--- src/rtl/sft_pkg.sv ---
package sft_pkg;

  localparam int CTL_RST     = 1;
  localparam int CTL_EN      = 4;
  localparam int CTL_DIS     = 5;
  localparam int CTL_BRK_ON  = 7;
  localparam int CTL_BRK_OFF = 8;

  typedef enum logic [2:0] {
    ST_IDLE, ST_BRK, ST_START, ST_DATA, ST_PAR, ST_STOP
  } tx_state_e;

  typedef struct packed {
    logic       stop2;
    logic [2:0] par;
    logic [1:0] len;
  } fmt_t;

  function automatic logic [3:0] char_bits(input logic [1:0] len);
    case (len)
      2'b10:   char_bits = 4'd7;
      2'b11:   char_bits = 4'd6;
      default: char_bits = 4'd8;
    endcase
  endfunction

endpackage

--- src/rtl/sft_fifo.sv ---
module sft_fifo #(
  parameter int W     = 8,
  parameter int DEPTH = 16
) (
  input  logic         clk,
  input  logic         rst_ni,
  input  logic         flush_i,
  input  logic         push_i,
  input  logic [W-1:0] wdata_i,
  input  logic         pop_i,
  output logic [W-1:0] rdata_o,
  output logic         full_o,
  output logic         empty_o
);
  localparam int AW = (DEPTH > 1) ? $clog2(DEPTH) : 1;
  localparam int CW = $clog2(DEPTH + 1);

  logic [W-1:0]  mem [DEPTH];
  logic [AW-1:0] wp_q, wp_d, rp_q, rp_d;
  logic [CW-1:0] cnt_q, cnt_d;
  logic          do_push, do_pop;

  assign full_o  = (cnt_q == CW'(DEPTH));
  assign empty_o = (cnt_q == '0);
  assign rdata_o = mem[rp_q];
  assign do_push = push_i && !full_o && !flush_i;
  assign do_pop  = pop_i && !empty_o && !flush_i;

  always_comb begin
    wp_d  = wp_q;
    rp_d  = rp_q;
    cnt_d = cnt_q;
    if (flush_i) begin
      wp_d  = '0;
      rp_d  = '0;
      cnt_d = '0;
    end else begin
      if (do_push) wp_d = (wp_q == AW'(DEPTH - 1)) ? '0 : wp_q + 1'b1;
      if (do_pop)  rp_d = (rp_q == AW'(DEPTH - 1)) ? '0 : rp_q + 1'b1;
      case ({do_push, do_pop})
        2'b10:   cnt_d = cnt_q + 1'b1;
        2'b01:   cnt_d = cnt_q - 1'b1;
        default: cnt_d = cnt_q;
      endcase
    end
  end

  always_ff @(posedge clk or negedge rst_ni) begin
    if (!rst_ni) begin
      wp_q  <= '0;
      rp_q  <= '0;
      cnt_q <= '0;
    end else begin
      wp_q  <= wp_d;
      rp_q  <= rp_d;
      cnt_q <= cnt_d;
    end
  end

  always_ff @(posedge clk) begin
    if (do_push) mem[wp_q] <= wdata_i;
  end

  AST_POP_NONEMPTY: assert property (@(posedge clk) disable iff (!rst_ni)
    pop_i |-> !empty_o);
  AST_FULL_DROPS_PUSH: assert property (@(posedge clk) disable iff (!rst_ni)
    (full_o && push_i && !pop_i && !flush_i) |=> full_o);
  AST_FLUSH_EMPTIES: assert property (@(posedge clk) disable iff (!rst_ni)
    flush_i |=> empty_o);

endmodule

--- src/rtl/sft_ctrl.sv ---
module sft_ctrl
  import sft_pkg::*;
(
  input  logic       clk,
  input  logic       rst_ni,
  input  logic       ctl_we_i,
  input  logic [8:0] ctl_wdata_i,
  input  logic       mode_we_i,
  input  logic [7:0] mode_wdata_i,
  output logic       en_o,
  output logic       brk_o,
  output logic       flush_o,
  output fmt_t       fmt_o
);
  logic en_d, brk_d, flush_d;
  fmt_t fmt_d;
  logic unused_bits;

  assign unused_bits = ^{ctl_wdata_i[6], ctl_wdata_i[3:2], ctl_wdata_i[0],
                         mode_wdata_i[6], mode_wdata_i[0]};

  always_comb begin
    en_d    = en_o;
    brk_d   = brk_o;
    fmt_d   = fmt_o;
    flush_d = ctl_we_i && ctl_wdata_i[CTL_RST];
    if (ctl_we_i) begin
      if (ctl_wdata_i[CTL_DIS])          en_d = 1'b0;
      else if (ctl_wdata_i[CTL_EN])      en_d = 1'b1;
      if (ctl_wdata_i[CTL_BRK_OFF])      brk_d = 1'b0;
      else if (ctl_wdata_i[CTL_BRK_ON])  brk_d = 1'b1;
    end
    if (mode_we_i) begin
      fmt_d.len   = mode_wdata_i[2:1];
      fmt_d.par   = mode_wdata_i[5:3];
      fmt_d.stop2 = mode_wdata_i[7];
    end
  end

  always_ff @(posedge clk or negedge rst_ni) begin
    if (!rst_ni) begin
      en_o    <= 1'b0;
      brk_o   <= 1'b0;
      flush_o <= 1'b0;
      fmt_o   <= '{stop2: 1'b0, par: 3'b100, len: 2'b00};
    end else begin
      en_o    <= en_d;
      brk_o   <= brk_d;
      flush_o <= flush_d;
      fmt_o   <= fmt_d;
    end
  end

  AST_DISABLE_WINS: assert property (@(posedge clk) disable iff (!rst_ni)
    (ctl_we_i && ctl_wdata_i[CTL_DIS]) |=> !en_o);
  AST_BREAK_HELD: assert property (@(posedge clk) disable iff (!rst_ni)
    (brk_o && !(ctl_we_i && ctl_wdata_i[CTL_BRK_OFF])) |=> brk_o);

endmodule

--- src/rtl/sft_shifter.sv ---
module sft_shifter
  import sft_pkg::*;
#(
  parameter int DW  = 8,
  parameter int TPB = 16
) (
  input  logic          clk,
  input  logic          rst_ni,
  input  logic          tick_i,
  input  logic          en_i,
  input  logic          brk_i,
  input  logic          flush_i,
  input  fmt_t          fmt_i,
  input  logic          empty_i,
  input  logic [DW-1:0] data_i,
  output logic          pop_o,
  output logic          txd_o
);
  localparam int TCW = $clog2(TPB);
  localparam int BCW = $clog2(DW);

  tx_state_e      state_q, state_d;
  logic [TCW-1:0] tcnt_q, tcnt_d;
  logic [BCW-1:0] bit_q, bit_d;
  logic [DW-1:0]  shreg_q, shreg_d;
  fmt_t           fmt_q, fmt_d;
  logic           par_q, par_d, stop_q, stop_d;
  logic [DW-1:0]  ld_mask, ld_data;
  logic           ld_par, bit_end, last_bit;

  always_comb begin
    for (int i = 0; i < DW; i++) ld_mask[i] = (i < int'(char_bits(fmt_i.len)));
  end
  assign ld_data  = data_i & ld_mask;
  assign ld_par   = fmt_i.par[1] ? fmt_i.par[0] : ((^ld_data) ^ fmt_i.par[0]);
  assign bit_end  = tick_i && (tcnt_q == TCW'(TPB - 1));
  assign last_bit = ({1'b0, bit_q} == (BCW + 1)'(char_bits(fmt_q.len) - 4'd1));

  always_comb begin
    state_d = state_q;
    tcnt_d  = tcnt_q;
    bit_d   = bit_q;
    shreg_d = shreg_q;
    fmt_d   = fmt_q;
    par_d   = par_q;
    stop_d  = stop_q;
    pop_o   = 1'b0;
    if (flush_i) begin
      state_d = ST_IDLE;
      tcnt_d  = '0;
    end else begin
      case (state_q)
        ST_IDLE: begin
          if (brk_i) begin
            state_d = ST_BRK;
          end else if (en_i && !empty_i) begin
            pop_o   = 1'b1;
            shreg_d = ld_data;
            fmt_d   = fmt_i;
            par_d   = ld_par;
            tcnt_d  = '0;
            state_d = ST_START;
          end
        end
        ST_BRK: if (!brk_i) state_d = ST_IDLE;
        default: begin
          if (tick_i) tcnt_d = bit_end ? '0 : tcnt_q + 1'b1;
          if (bit_end) begin
            case (state_q)
              ST_START: begin
                state_d = ST_DATA;
                bit_d   = '0;
              end
              ST_DATA: begin
                shreg_d = shreg_q >> 1;
                bit_d   = bit_q + 1'b1;
                if (last_bit) begin
                  state_d = fmt_q.par[2] ? ST_STOP : ST_PAR;
                  stop_d  = 1'b0;
                end
              end
              ST_PAR: begin
                state_d = ST_STOP;
                stop_d  = 1'b0;
              end
              ST_STOP: begin
                if (fmt_q.stop2 && !stop_q) stop_d  = 1'b1;
                else                        state_d = ST_IDLE;
              end
              default: state_d = ST_IDLE;
            endcase
          end
        end
      endcase
    end
  end

  always_ff @(posedge clk or negedge rst_ni) begin
    if (!rst_ni) begin
      state_q <= ST_IDLE;
      tcnt_q  <= '0;
      bit_q   <= '0;
      shreg_q <= '0;
      fmt_q   <= '0;
      par_q   <= 1'b0;
      stop_q  <= 1'b0;
    end else begin
      state_q <= state_d;
      tcnt_q  <= tcnt_d;
      bit_q   <= bit_d;
      shreg_q <= shreg_d;
      fmt_q   <= fmt_d;
      par_q   <= par_d;
      stop_q  <= stop_d;
    end
  end

  always_comb begin
    case (state_q)
      ST_BRK, ST_START: txd_o = 1'b0;
      ST_DATA:          txd_o = shreg_q[0];
      ST_PAR:           txd_o = par_q;
      default:          txd_o = 1'b1;
    endcase
  end

  AST_START_NEEDS_ENABLE: assert property (@(posedge clk) disable iff (!rst_ni)
    (state_q == ST_START && $past(state_q) == ST_IDLE) |-> ($past(en_i) && !$past(brk_i)));
  AST_BIT_STEADY: assert property (@(posedge clk) disable iff (!rst_ni)
    ((state_q inside {ST_START, ST_DATA, ST_PAR, ST_STOP}) && !tick_i && !flush_i)
      |=> $stable(txd_o));
  AST_BREAK_DRIVES_LOW: assert property (@(posedge clk) disable iff (!rst_ni)
    (state_q == ST_IDLE && brk_i && !flush_i) |=> !txd_o);

endmodule

--- src/rtl/ser_frame_tx.sv ---
module ser_frame_tx
  import sft_pkg::*;
#(
  parameter int DEPTH = 16,
  parameter int TPB   = 16
) (
  input  logic       clk,
  input  logic       rst_n,
  input  logic       ctl_we,
  input  logic [8:0] ctl_wdata,
  input  logic       mode_we,
  input  logic [7:0] mode_wdata,
  input  logic       push_valid,
  input  logic [7:0] push_data,
  input  logic       baud_tick,
  output logic       fifo_full,
  output logic       fifo_empty,
  output logic       txd
);
  localparam int DW = 8;

  logic [1:0]    rsync_q;
  logic          rst_ni;
  logic          en, brk, flush, pop;
  fmt_t          fmt;
  logic [DW-1:0] head;

  always_ff @(posedge clk or negedge rst_n) begin
    if (!rst_n) rsync_q <= 2'b00;
    else        rsync_q <= {rsync_q[0], 1'b1};
  end
  assign rst_ni = rsync_q[1];

  sft_ctrl u_ctrl (
    .clk          (clk),
    .rst_ni       (rst_ni),
    .ctl_we_i     (ctl_we),
    .ctl_wdata_i  (ctl_wdata),
    .mode_we_i    (mode_we),
    .mode_wdata_i (mode_wdata),
    .en_o         (en),
    .brk_o        (brk),
    .flush_o      (flush),
    .fmt_o        (fmt)
  );

  sft_fifo #(.W(DW), .DEPTH(DEPTH)) u_fifo (
    .clk     (clk),
    .rst_ni  (rst_ni),
    .flush_i (flush),
    .push_i  (push_valid),
    .wdata_i (push_data),
    .pop_i   (pop),
    .rdata_o (head),
    .full_o  (fifo_full),
    .empty_o (fifo_empty)
  );

  sft_shifter #(.DW(DW), .TPB(TPB)) u_shift (
    .clk     (clk),
    .rst_ni  (rst_ni),
    .tick_i  (baud_tick),
    .en_i    (en),
    .brk_i   (brk),
    .flush_i (flush),
    .fmt_i   (fmt),
    .empty_i (fifo_empty),
    .data_i  (head),
    .pop_o   (pop),
    .txd_o   (txd)
  );

endmodule

--- config.mk ---
export PLATFORM = sky130hd
export DESIGN_NAME = ser_frame_tx
export DESIGN_NICKNAME = d
export VERILOG_FILES = /design/src/rtl/sft_pkg.sv /design/src/rtl/sft_fifo.sv /design/src/rtl/sft_ctrl.sv /design/src/rtl/sft_shifter.sv /design/src/rtl/ser_frame_tx.sv
export SDC_FILE = /design/constraint.sdc
export NUM_CORES = 1
export LEC_CHECK = 0
export CAP_MARGIN = 15
export CORE_MARGIN = 3
export CORE_UTILIZATION = 40
export CTS_CLUSTER_DIAMETER = 50
export DETAILED_ROUTE_END_ITERATION = 6
export PLACE_DENSITY = 0.61
export SYNTH_ARGS = -nofsm -noshare
export SYNTH_HDL_FRONTEND = slang
export SYNTH_HIERARCHICAL = 1
export SYNTH_SLANG_ARGS = --single-unit
--- constraint.sdc ---
create_clock -name clk -period 2 [get_ports clk]
set_input_delay 0.2 -clock clk [delete_from_list [all_inputs] [get_ports clk]]
set_output_delay 0.2 -clock clk [all_outputs]
set_load 0.02 [all_outputs]
==> results of run 1 <==
## cell type report
type,instances,area (um2),area share
tap,260,325,0.0322
multi-input combinational,336,3000,0.296
timing repair buffer,125,1170,0.115
clock inverter,13,121,0.0120
clock buffer,19,433,0.0428
sequential,176,5050,0.499
inverter,7,26.3,0.00260
## through the flow
step	setup TNS [ns]	hold WS (ns)	cell area, um2
3_5_place_dp	-20.61	0.349	9060
3_3_place_gp	-15.72	0.338	9060
4_1_cts	-4.48	0.323	9700
2_1_floorplan	-6.75	-0.0956	8000
6_report	-5.09	0.340	10100
5_1_grt	-6.62	0.350	10100
## power groups by stage
stage / Clock [mW] / Combinational (mW) / Sequential (mW)
final: 3.10 / 3.34 / 4.47
after floorplan: 0 / 1.93 / 4.49
after detailed placement: 0 / 2.80 / 4.52
after global placement: 0 / 2.72 / 4.50
after CTS: 3.17 / 2.88 / 4.46
after global routing: 3.33 / 3.61 / 4.51
## logic make-up after synthesis
kind of cell,count (synthesis),synth area share
fa+ha+maj,12,0.0201
simple gates,133,0.0845
buf+inv,37,0.0238
flops,176,0.643
mux,76,0.130
compound gates,104,0.0861
other cells,2,0.000957
xor+xnor,9,0.0118
## Yosys cell counts (all sizes together), types with 4 or more instances
master / count / share of area
edfxtp: 128 / 0.49
dfrtp: 47 / 0.15
nand2: 42 / 0.020
nor2: 42 / 0.020
mux2i: 33 / 0.042
o21ai: 33 / 0.022
mux2: 27 / 0.042
a21oi: 26 / 0.017
buf: 19 / 0.015
mux4: 16 / 0.046
clkbuf: 11 / 0.0053
ha: 11 / 0.018
a221oi: 9 / 0.011
a22oi: 9 / 0.0086
nor3: 8 / 0.0057
inv: 7 / 0.0033
a21o: 6 / 0.0057
nand2b: 6 / 0.0048
nand3: 5 / 0.0038
nand4: 4 / 0.0032
xnor2: 4 / 0.0045
xor2: 4 / 0.0045
## sequential cells by signal, indices dropped and copies added (netlist names), 2 cells and up
register	count
u_shift/fmt_q	4
u_fifo/mem	128
u_fifo/wp_q	4
u_shift/state_q	3
u_ctrl/fmt_o	6
u_shift/tcnt_q	4
u_fifo/cnt_q	5
rsync_q	2
u_fifo/rp_q	4
u_shift/shreg_q	8
u_shift/bit_q	3
## final timing paths
check | depth (start not counted) | startpoint | slack (ns) | end
min | 1 | rsync_q[1] | 0.34 | u_ctrl/fmt_o[2]
max reg2reg | 13 | u_fifo/cnt_q[3] | -0.70 | u_fifo/cnt_q[4]
min reg2reg | 1 | rsync_q[1] | 0.34 | u_ctrl/fmt_o[2]
min in group clk | 2 | ctl_wdata[5] | 0.34 | u_ctrl/en_o
max | 13 | u_fifo/cnt_q[3] | -0.70 | u_fifo/cnt_q[4]
max in group asynchronous | 1 | rsync_q[1] | 1.21 | u_fifo/rp_q[0]
## metal layers
| metal | up-vias | track usage | part of all wire |
|---|---|---|---|
| li1 | 2313 | - | - |
| met1 | 2450 | 0.208 | 0.44 |
| met2 | 79 | 0.271 | 0.50 |
| met3 | 18 | 0.0323 | 0.037 |
| met4 | 0 | 0.0532 | 0.019 |
| met5 | - | 0 | 0 |
## timing repair
action	in CTS	in global routing
hold buffers	1	0
hold endpoints to repair	2	0
pin swaps	10	21
buffers inserted	2	15
endpoints found under the setup margin	147	147
gates resized for setup	29	64
cloned	0	3
==> key figures, run 1 <==
Clocking
  • Clock Tree Buf Depth: 2
  • # H-tree levels: 4
  • Root buf cell: clkbuf_16
  • Clock sinks: roughly 180
  • Worst-path clk slew: around 0.070 ns
  • Clk_lat worst skew: about 0.43 ns
  • TritonCTS Buffers: 17
  • CTS tree: done

STA
  • Final max-slew violation count: 0
  • Slew margin rel.: 0.549
  • Worst Clk Skew: about 0.010 ns
  • Fin crit share: 1.35
  • FMAX: between 0.3 and 0.4 GHz
  • Fin worst setup slack: -0.703 ns
  • Final hold vios: 0
  • Final min period: 2.70 ns
  • Setup Viol. Count Final: 15
  • RSZ-0062 raised after global routing: true
  • Worst-margin pin slew: a little under 0.7 ns

Placed design
  • Port Buffers: 27
  • Placed insts: 890
  • Worst slack, placed: -0.760 ns
  • Placer Congestion: approximately 0.83
  • Hpwl dp: about 11 mm

Cells and area
  • Layout Nets: 706
  • Fillers: 1542
  • Most frequent cells in the layout: edfxtp_1, buf_4, dfrtp_1
  • Final std cells w/o fill: between 900 and 1000
  • Layout cell share with drive strength beyond 1: 0.358
  • Syn-to-layout area delta: 29.0%
  • Antenna diodes: 0
  • Final Util: 0.534
  • Commonest non-fill, non-tap cell in the layout: edfxtp_1

Route
  • Drt pass-1 iters: 4
  • Total number of vias: 4860
  • Routed wire per std cell: 18.3 um
  • Post-route DRC: 0
  • Total routed wirelength: ~17 mm
  • Via density: roughly 5.2
  • Number of antenna-violating nets in the routed design: 0
  • First-iteration detailed-routing DRC count: approximately 270

Global route
  • First-pass GRT wire length: 26.6 mm
  • Overflow after GRT: 0
  • Vias in the first global route: 4878
  • GR Util All Layers: 0.160
  • Initial antenna violation count: 0
  • Largest net degree at the start of global routing: 47

Yosys
  • Asr flop ratio synth: 0.273
  • Syn Std Cell Area: around 0.008 mm2
  • Syn Nets: about 590
  • Post-synth EDFFs: ~130
  • Mean Syn Cell Area: ~14 um2
  • Primary FF master, synth: edfxtp_1
  • Warnings, synthesis: 6
  • Register area share after synthesis: 0.643
  • Count of different cell masters after synthesis: 66
  • Post-Synthesis Cells: ~550
  • Yosys reg bits: 176

Die
  • Core footprint: roughly 0.019 mm2
  • Die width: between 100 and 150 um
  • Die Y: 146 um
  • IO Count: 34
  • Total die area: 0.0213 mm2
  • Row count: 50
  • Initial Utilization: 0.414

Worst setup path
  • Arrival time worst endpoint: approximately 3.1 ns
  • Worst Path Buf+Inv: 1
  • CP max stage delay: between 0.5 and 0.6 ns
  • Kind of end point of the critical path: register
  • Worst path cell trace: or4_4, nor2_4, nand2b_4, nor4_4, o21ai_4, a211o_1, inv_2, ha_4, nor2_2, a21oi_4, or3_1, a21o_1, a21oi_2
  • Crit-path slowest cell: or4_4
  • Crit path launch type: register
  • Worst Path Max Fanout: 4
  • Data required, critical path: 2.35 ns
  • Largest delay share family, worst path: simple AND/OR/NAND/NOR gates
  • Critical path class: register to register

Job
  • Max-Cap Viols: 0

Power and ir drop
  • Internal power: ~7.7 mW
  • Tot Pwr: about 11 mW
  • Worst vdd ir: a little over 700 uV
  • Leakage: around 3.7 nW
  • Clock power share: 0.284
  • Combinational fraction of design power: 0.306
  • Sw Share: 0.299
  • Share of power burned in registers: 0.410
  • Switching power: about 3.3 mW
  • Pwr dens: 1080 mW/mm2

Hold path
  • Worst min path class: register to async pin

Status
  • Outcome: finished with violations
  • Failing checks: negative setup slack
Note: power is estimated with default switching activity, not from simulation.
==> run 2, diff against run 1 <==
--- a/config.mk
+++ b/config.mk
@@ -5,12 +5,13 @@
 export SDC_FILE = /design/constraint.sdc
 export NUM_CORES = 1
 export LEC_CHECK = 0
+export ABC_AREA = 1
 export CAP_MARGIN = 15
 export CORE_MARGIN = 3
 export CORE_UTILIZATION = 40
 export CTS_CLUSTER_DIAMETER = 50
 export DETAILED_ROUTE_END_ITERATION = 6
-export PLACE_DENSITY = 0.61
+export PLACE_DENSITY = 0.6
 export SYNTH_ARGS = -nofsm -noshare
 export SYNTH_HDL_FRONTEND = slang
 export SYNTH_HIERARCHICAL = 1
==> key figures, run 2 <==
Cells and area
  • Largest registers: u_fifo/mem (128), u_shift/shreg_q (8), u_ctrl/fmt_o (6)
  • Most frequent cells in the layout: nand2_1, edfxtp_1, buf_4
  • Multi-input logic area: 0.00285 mm2 (-5.0%)
  • Layout cell share with drive strength beyond 1: 0.289 (-0.0685)
  • Fillers: 1697 (+10%)
  • Syn-to-layout area delta: 28.8% (about the same)
  • Commonest non-fill, non-tap cell in the layout: nand2_1
  • Layout Nets: 951 (+35%)
  • Seq. cell area: 0.00505 mm2 (unchanged)
  • Largest Register: u_fifo/mem
  • Antenna diodes: 0 (unchanged)
  • Max reg flops: 128 (unchanged)

Placed design
  • Worst slack, placed: -0.330 ns (+0.430 ns)
  • Placer Congestion: 0.893 (+7.8%)
  • Port Buffers: 27 (unchanged)
  • Hpwl dp: 12.3 mm (+8.7%)

STA
  • Setup Viol. Count Final: 5 (-10)
  • Slew margin rel.: 0.563 (+0.0140)
  • FMAX: 0.434 GHz (+17%)
  • Fin crit share: 1.15 (-0.199)
  • Worst Clk Skew: 0.0103 ns (+0.0000266 ns)
  • RSZ-0062 raised after global routing: true
  • Final max-slew violation count: 0 (unchanged)
  • Final min period: 2.31 ns (-0.397 ns)
  • Fin Setup TNS: -0.815 ns (+4.28 ns)
  • Final hold vios: 0 (unchanged)
  • Worst-margin pin slew: 0.654 ns (-0.0210 ns)
  • Fin worst setup slack: -0.306 ns (+0.397 ns)

Global route
  • M1 GR Usage: 0.230 (+0.0219)
  • First-pass GRT wire length: 29.1 mm (+9.6%)
  • Met2 Use GR: 0.282 (+0.0107)
  • Overflow after GRT: 0 (unchanged)
  • Largest net degree at the start of global routing: 47 (unchanged)
  • Vias in the first global route: 5658 (+16%)
  • GR Util All Layers: 0.171 (+0.0113)
  • GR Util met3: 0.0316 (-0.000702)
  • Initial antenna violation count: 0 (unchanged)
  • Gr busiest metal: met2

Power and ir drop
  • Internal power: 8.16 mW (+6.6%)
  • Sw Share: 0.357 (+0.0577)
  • Clock power share: 0.244 (-0.040)
  • Share of power burned in registers: 0.356 (-0.054)
  • Worst vdd ir: 687 uV (-3.3%)
  • Switching power: 4.52 mW (+39%)
  • Leakage: 4.26 nW (+14%)
  • Pwr dens: 1230 mW/mm2 (+14%)
  • Combinational fraction of design power: 0.400 (+0.094)

Clocking
  • CTS tree: done
  • TritonCTS Buffers: 17 (unchanged)
  • Clock sinks: 176 (unchanged)
  • # H-tree levels: 4 (unchanged)
  • Worst-path clk slew: 0.06 ns (about the same)
  • Clock Tree Buf Depth: 2 (unchanged)
  • Clk_lat worst skew: 0.42 ns (about the same)
  • Root buf cell: clkbuf_16

Status
  • Outcome: finished with violations
  • Failing checks: negative setup slack

Worst setup path
  • Worst Path Max Fanout: 3 (-1)
  • Arrival time worst endpoint: 2.62 ns (-0.44 ns)
  • Worst path cell trace: nor2_2, nand3_2, inv_2, nor2_4, nand2_4, nor3_4, nand2_2, nor2_4, nand2_4, fa_2, nand3b_1, nand2_1, nand2_1, nand2_1, inv_1, nand2_1, nand2_1, nand2_1, nand2_1
  • Largest delay share family, worst path: simple AND/OR/NAND/NOR gates
  • Worst R2R Setup Slack: -0.31 ns (+0.40 ns)
  • Crit path launch type: register
  • Worst Path Buf+Inv: 2 (+1)
  • Kind of end point of the critical path: register
  • Critical path class: register to register
  • Reg-to-Reg End: u_fifo/cnt_q[4]
  • CP max stage delay: 0.36 ns (-0.21 ns)
  • R2R cell count: 19 (+6)
  • Data required, critical path: 2.31 ns (-0.04 ns)
  • Critical R2R Launch: u_fifo/cnt_q[2]
  • Crit-path slowest cell: dfrtp_1
  • Worst path most repeated cell: nand2_1

Die
  • Die width: 148 um (+1.2%)
  • Die Y: 148 um (+1.2%)
  • Total die area: 0.0218 mm2 (+2.3%)
  • Core footprint: 0.0196 mm2 (+3.3%)
  • Row count: 51 (+2.0%)
  • Initial Utilization: 0.410 (-0.00370)
  • IO Count: 34 (unchanged)

Route
  • Drt pass-1 iters: 5 (+1)
  • Post-route DRC: 0 (unchanged)
  • Total routed wirelength: 18.9 mm (+10%)
  • First-iteration detailed-routing DRC count: 403 (+50%)
  • Via density: 4.93 (-5.1%)
  • Routed wire per std cell: 15.9 um (-13%)
  • Number of antenna-violating nets in the routed design: 0 (unchanged)
  • Total number of vias: 5833 (+20%)

Yosys
  • Asr flop ratio synth: 0.273 (unchanged)
  • Yosys reg bits: 176 (unchanged)
  • Mean Syn Cell Area: 10.4 um2 (-28%)
  • Count of different cell masters after synthesis: 43 (-35%)
  • Register area share after synthesis: 0.628 (-0.0152)
  • Largest area contributor in the netlist: edfxtp_1
  • Post-synth EDFFs: 128 (unchanged)
  • Synth area leaders: edfxtp_1, dfrtp_1, nand2_1
  • Warnings, synthesis: 6 (unchanged)
  • Count leader, synth: nand2_1
  • Post-synth top cells: nand2_1, edfxtp_1, nor2_1, inv_1, o21ai_0
  • Syn Nets: 819 (+38%)
  • Post-Synthesis Cells: 776 (+41%)
  • Primary FF master, synth: edfxtp_1
  • Post-synth top area share: 0.478 (-0.0116)
  • Syn Std Cell Area: 0.00804 mm2 (+2.4%)

Hold path
  • Hold Crit Start: ctl_wdata[1]
  • Hold depth: 3
  • Hold endpoint: u_ctrl/flush_o
  • Worst min path class: input pin to register

Job
  • Max-Cap Viols: 0 (unchanged)
[run 2: cell types whose count changed in the layout (fill, tap and decap cells not counted), moves of 22 or more]
cell	change
inv_1	+48
mux2i_1	-28
o21ai_1	+25
nand2_1	+117
nand3_1	+28
nand2_2	+22
nor2_1	+28
o21ai_0	+24
[run 2: kinds of logic (layout without fill, tap and decap cells)]
logic type,Yosys count,after routing,share of synthesized area
XOR/XNOR,4,4,0.00436
adder cells (fa/ha/maj),12,12,0.0196
other,2,2,0.000934
flip-flops,176,176,0.628
buffers and inverters,101,244,0.0564
AO/OA/AOI/OAI,151,151,0.104
AND/OR/NAND/NOR,330,330,0.187
[run 2: per-layer routing]
layer	up-vias	wire, um
met5	-	0
li1	2906	-
met4	0	444
met1	2785	8520
met3	26	672
met2	116	9240
[run 2: layout make-up]
cell class	count	share of cell area
Clock buffer	18	0.0415
Tap cell	265	0.0320
Sequential cell	176	0.488
Clock inverter	12	0.0111
Timing Repair Buffer	139	0.123
Inverter	75	0.0294
Multi-Input combinational cell	499	0.275
[run 2: timing repair]
action,in CTS,in global routing
hold buffers,1,0
pin swaps,18,38
hold endpoints to repair,2,0
setup endpoints to repair,7,14
gates resized for setup,23,90
gates cloned,1,3
buffers inserted,9,9
[run 2: tightest hold or removal path, stage by stage]
cell             delay [ns]
clkdlybuf4s50_1        0.39
nand2_1                0.07
inv_1                  0.04
[run 2: worst max-delay path by stage]
stage	startpoint	to	slack (ns)	depth (start not counted)
finish	u_fifo/cnt_q[2]	u_fifo/cnt_q[4]	-0.31	19
CTS	u_fifo/cnt_q[2]	u_fifo/cnt_q[4]	-0.25	19
detailed placement	u_fifo/cnt_q[1]	u_fifo/cnt_q[4]	-0.33	19
floorplan	u_shift/state_q[1]	u_fifo/cnt_q[4]	-0.46	18
global placement	u_shift/state_q[1]	u_fifo/cnt_q[4]	-0.28	18
global route	u_fifo/cnt_q[2]	u_fifo/cnt_q[4]	-0.53	19
[run 2: stage by stage]
step	instances	power [mW]	hold WS [ns]	utilization	instance area, um2
detailed placement	1132	8.65	0.343	0.471	9230
global placement	1132	8.59	0.335	0.471	9230
global route	1184	13.4	0.314	0.529	10400
floorplan	776	7.05	-0.0956	-	8050
finish	1184	12.7	0.311	0.529	10400
CTS	1173	12.0	0.299	0.508	9960
[run 2: power groups by stage]
| stage | registers (mW) | clock network (mW) | logic [mW] |
|---|---|---|---|
| after floorplan | 4.54 | 0 | 2.51 |
| after global placement | 4.56 | 0 | 4.04 |
| after detailed placement | 4.57 | 0 | 4.08 |
| after CTS | 4.50 | 3.16 | 4.32 |
| after global routing | 4.55 | 3.30 | 5.57 |
| final | 4.52 | 3.09 | 5.07 |
==> run 3, diff against run 2 <==
--- a/config.mk
+++ b/config.mk
@@ -16,3 +16,4 @@
 export SYNTH_HDL_FRONTEND = slang
 export SYNTH_HIERARCHICAL = 1
 export SYNTH_SLANG_ARGS = --single-unit
+export TNS_END_PERCENT = 10
==> key figures, run 3 (same netlist as run 2, synthesis figures left out) <==
Die
  • Core footprint: 0.0196 mm2 (unchanged)
  • IO Count: 34 (unchanged)
  • Row count: 51 (unchanged)
  • Initial Utilization: 0.410 (unchanged)
  • Die width: 148 um (unchanged)
  • Die Y: 148 um (unchanged)
  • Total die area: 0.0218 mm2 (unchanged)

Power and ir drop
  • Leakage: 4.18 nW (-1.8%)
  • Worst vdd ir: 676 uV (-1.6%)
  • Pwr dens: 1210 mW/mm2 (-1.5%)
  • Tot Pwr: 12.1 mW (-4.7%)

Route
  • Post-route DRC: 0 (unchanged)
  • Drt pass-1 iters: 5 (unchanged)
  • First-iteration detailed-routing DRC count: 428 (+6.2%)
  • Via density: 4.87 (-1.2%)
  • Total number of vias: 5733 (-1.7%)
  • Routed wire per std cell: 15.0 um (-5.8%)
  • Number of antenna-violating nets in the routed design: 0 (unchanged)
  • Total routed wirelength: 17.7 mm (-6.3%)

Cells and area
  • Commonest non-fill, non-tap cell in the layout: nand2_1
  • Antenna diodes: 0 (unchanged)
  • Layout Nets: 943 (-0.84%)
  • Syn-to-layout area delta: 24.6%
  • Max reg flops: 128 (unchanged)
  • Largest Register: u_fifo/mem
  • Largest registers: u_fifo/mem (128), u_shift/shreg_q (8), u_ctrl/fmt_o (6)
  • Most frequent cells in the layout: nand2_1, edfxtp_1, buf_4
  • Layout cell share with drive strength beyond 1: 0.231 (-0.0583)
  • Fillers: 1707 (+0.59%)

Global route
  • GR Util All Layers: 0.170 (-0.00161)
  • Overflow after GRT: 0 (unchanged)
  • Vias in the first global route: 5611 (-0.83%)
  • First-pass GRT wire length: 28.7 mm (-1.3%)
  • Largest net degree at the start of global routing: 22 (-53%)
  • Initial antenna violation count: 0 (unchanged)

Worst setup path
  • Crit path launch type: register
  • Worst R2R Setup Slack: -0.23 ns (+0.08 ns)
  • Arrival time worst endpoint: 2.55 ns (-0.07 ns)
  • Critical path class: register to register
  • Kind of end point of the critical path: register
  • Worst Path Max Fanout: 3 (unchanged)
  • Data required, critical path: 2.32 ns (about the same)

STA
  • FMAX: 0.448 GHz (+3.4%)
  • Fin crit share: 1.12 (-0.0376)
  • Final min period: 2.23 ns (-0.0753 ns)
  • Worst Clk Skew: 0.0105 ns (+0.000202 ns)
  • Final max-slew violation count: 0 (unchanged)
  • Slew margin rel.: 0.554 (-0.00874)
  • Final hold vios: 0 (unchanged)
  • Setup Viol. Count Final: 4 (-1)
  • Fin worst setup slack: -0.231 ns (+0.0753 ns)
  • Worst-margin pin slew: 0.667 ns (+0.0131 ns)
  • RSZ-0062 raised after global routing: true

Clocking
  • Clock Tree Buf Depth: 2 (unchanged)
  • TritonCTS Buffers: 17 (unchanged)
  • # H-tree levels: 4 (unchanged)
  • Clock sinks: 176 (unchanged)
  • CTS tree: done
  • Root buf cell: clkbuf_16
  • Worst-path clk slew: 0.08 ns (+0.02 ns)
  • Clk_lat worst skew: 0.43 ns (about the same)

Placed design
  • Port Buffers: 27 (unchanged)
  • Worst slack, placed: -0.334 ns (-0.00338 ns)
  • Hpwl dp: 12.6 mm (+2.4%)
  • Placer Congestion: 0.893 (about the same)

Status
  • Failing checks: negative setup slack
  • Outcome: finished with violations

Hold path
  • Worst min path class: register to async pin

Job
  • Max-Cap Viols: 0 (unchanged)
==> run 3: cell types whose count changed in the layout (fill, tap and decap cells not counted), sizes merged <==
cell	delta
clkbuf	-3
buf	-5
dlygate4sd2	-1
inv	+7
clkinvlp	-1
clkinv	-3
==> run 3: path summary, 6_finish.rpt <==
| check | from | end | cells after the start |
|---|---|---|---|
| min reg2reg | rsync_q[1] | u_shift/bit_q[2] | 0 |
| max reg2reg | u_fifo/cnt_q[0] | u_fifo/cnt_q[4] | 19 |
| max | u_fifo/cnt_q[0] | u_fifo/cnt_q[4] | 19 |
| min in group clk | mode_wdata[5] | u_ctrl/fmt_o[4] | 3 |
| max in group asynchronous | rsync_q[1] | u_ctrl/fmt_o[4] | 1 |
| min | rsync_q[1] | u_shift/bit_q[2] | 0 |
==> run 3: area by class of cell <==
type	instances	area [um2]	area share
Clock buffer	17	425	0.0425
Clock inverter	15	170	0.0170
Inverter	75	294	0.0294
Multi-Input combinational cell	499	2600	0.260
Sequential cell	176	5050	0.504
Tap cell	265	332	0.0331
Timing Repair Buffer	131	1140	0.114
==> run 3: critical path, stage by stage, from the launching register on <==
cell	delay, ns
dfrtp_1	0.36
nor2_2	0.07
nand3_2	0.07
inv_2	0.05
nor2_4	0.11
nand2_4	0.07
nor3_4	0.18
nand2_2	0.11
nor2_4	0.12
nand2_4	0.06
fa_2	0.33
nand3b_1	0.17
nand2_1	0.08
nand2_1	0.04
nand2_1	0.06
inv_1	0.04
nand2_1	0.05
nand2_1	0.05
nand2_1	0.06
nand2_1	0.04
==> run 3: layer usage <==
metal | track usage | up-vias | part of all wire
met3 | 0.0307 | 27 | 0.042
li1 | - | 2902 | -
met5 | 0 | - | 0
met1 | 0.229 | 2676 | 0.46
met4 | 0.0680 | 0 | 0.026
met2 | 0.275 | 128 | 0.48
==> run 3: metrics by stage <==
step                instance area, um2  hold slack, ns  std cells   util  setup TNS [ns]
finish                           10000           0.199       1178  0.511          -0.493
global route                     10000           0.240       1178  0.511           -1.65
CTS                               9950           0.219       1176  0.508          -0.599
detailed placement                9320           0.217       1141  0.476          -0.876
global placement                  9320           0.214       1141  0.476          -0.621
floorplan                         8050         -0.0956        776      -           -1.01
==> run 3: power breakdown <==
part / internal [mW] / leakage, nW / switching [mW]
clock network: 1.78 / 0.291 / 1.52
logic: 1.77 / 2.13 / 2.52
registers: 4.29 / 1.76 / 0.214
total: 7.83 / 4.18 / 4.25
==> run 3: what timing repair did <==
item	4_1_cts	5_1_grt
gates resized for setup	11	22
setup endpoints to repair	8	14
hold buffers	1	0
hold endpoints to repair	2	0
buffers inserted	2	2
pin swaps	4	8
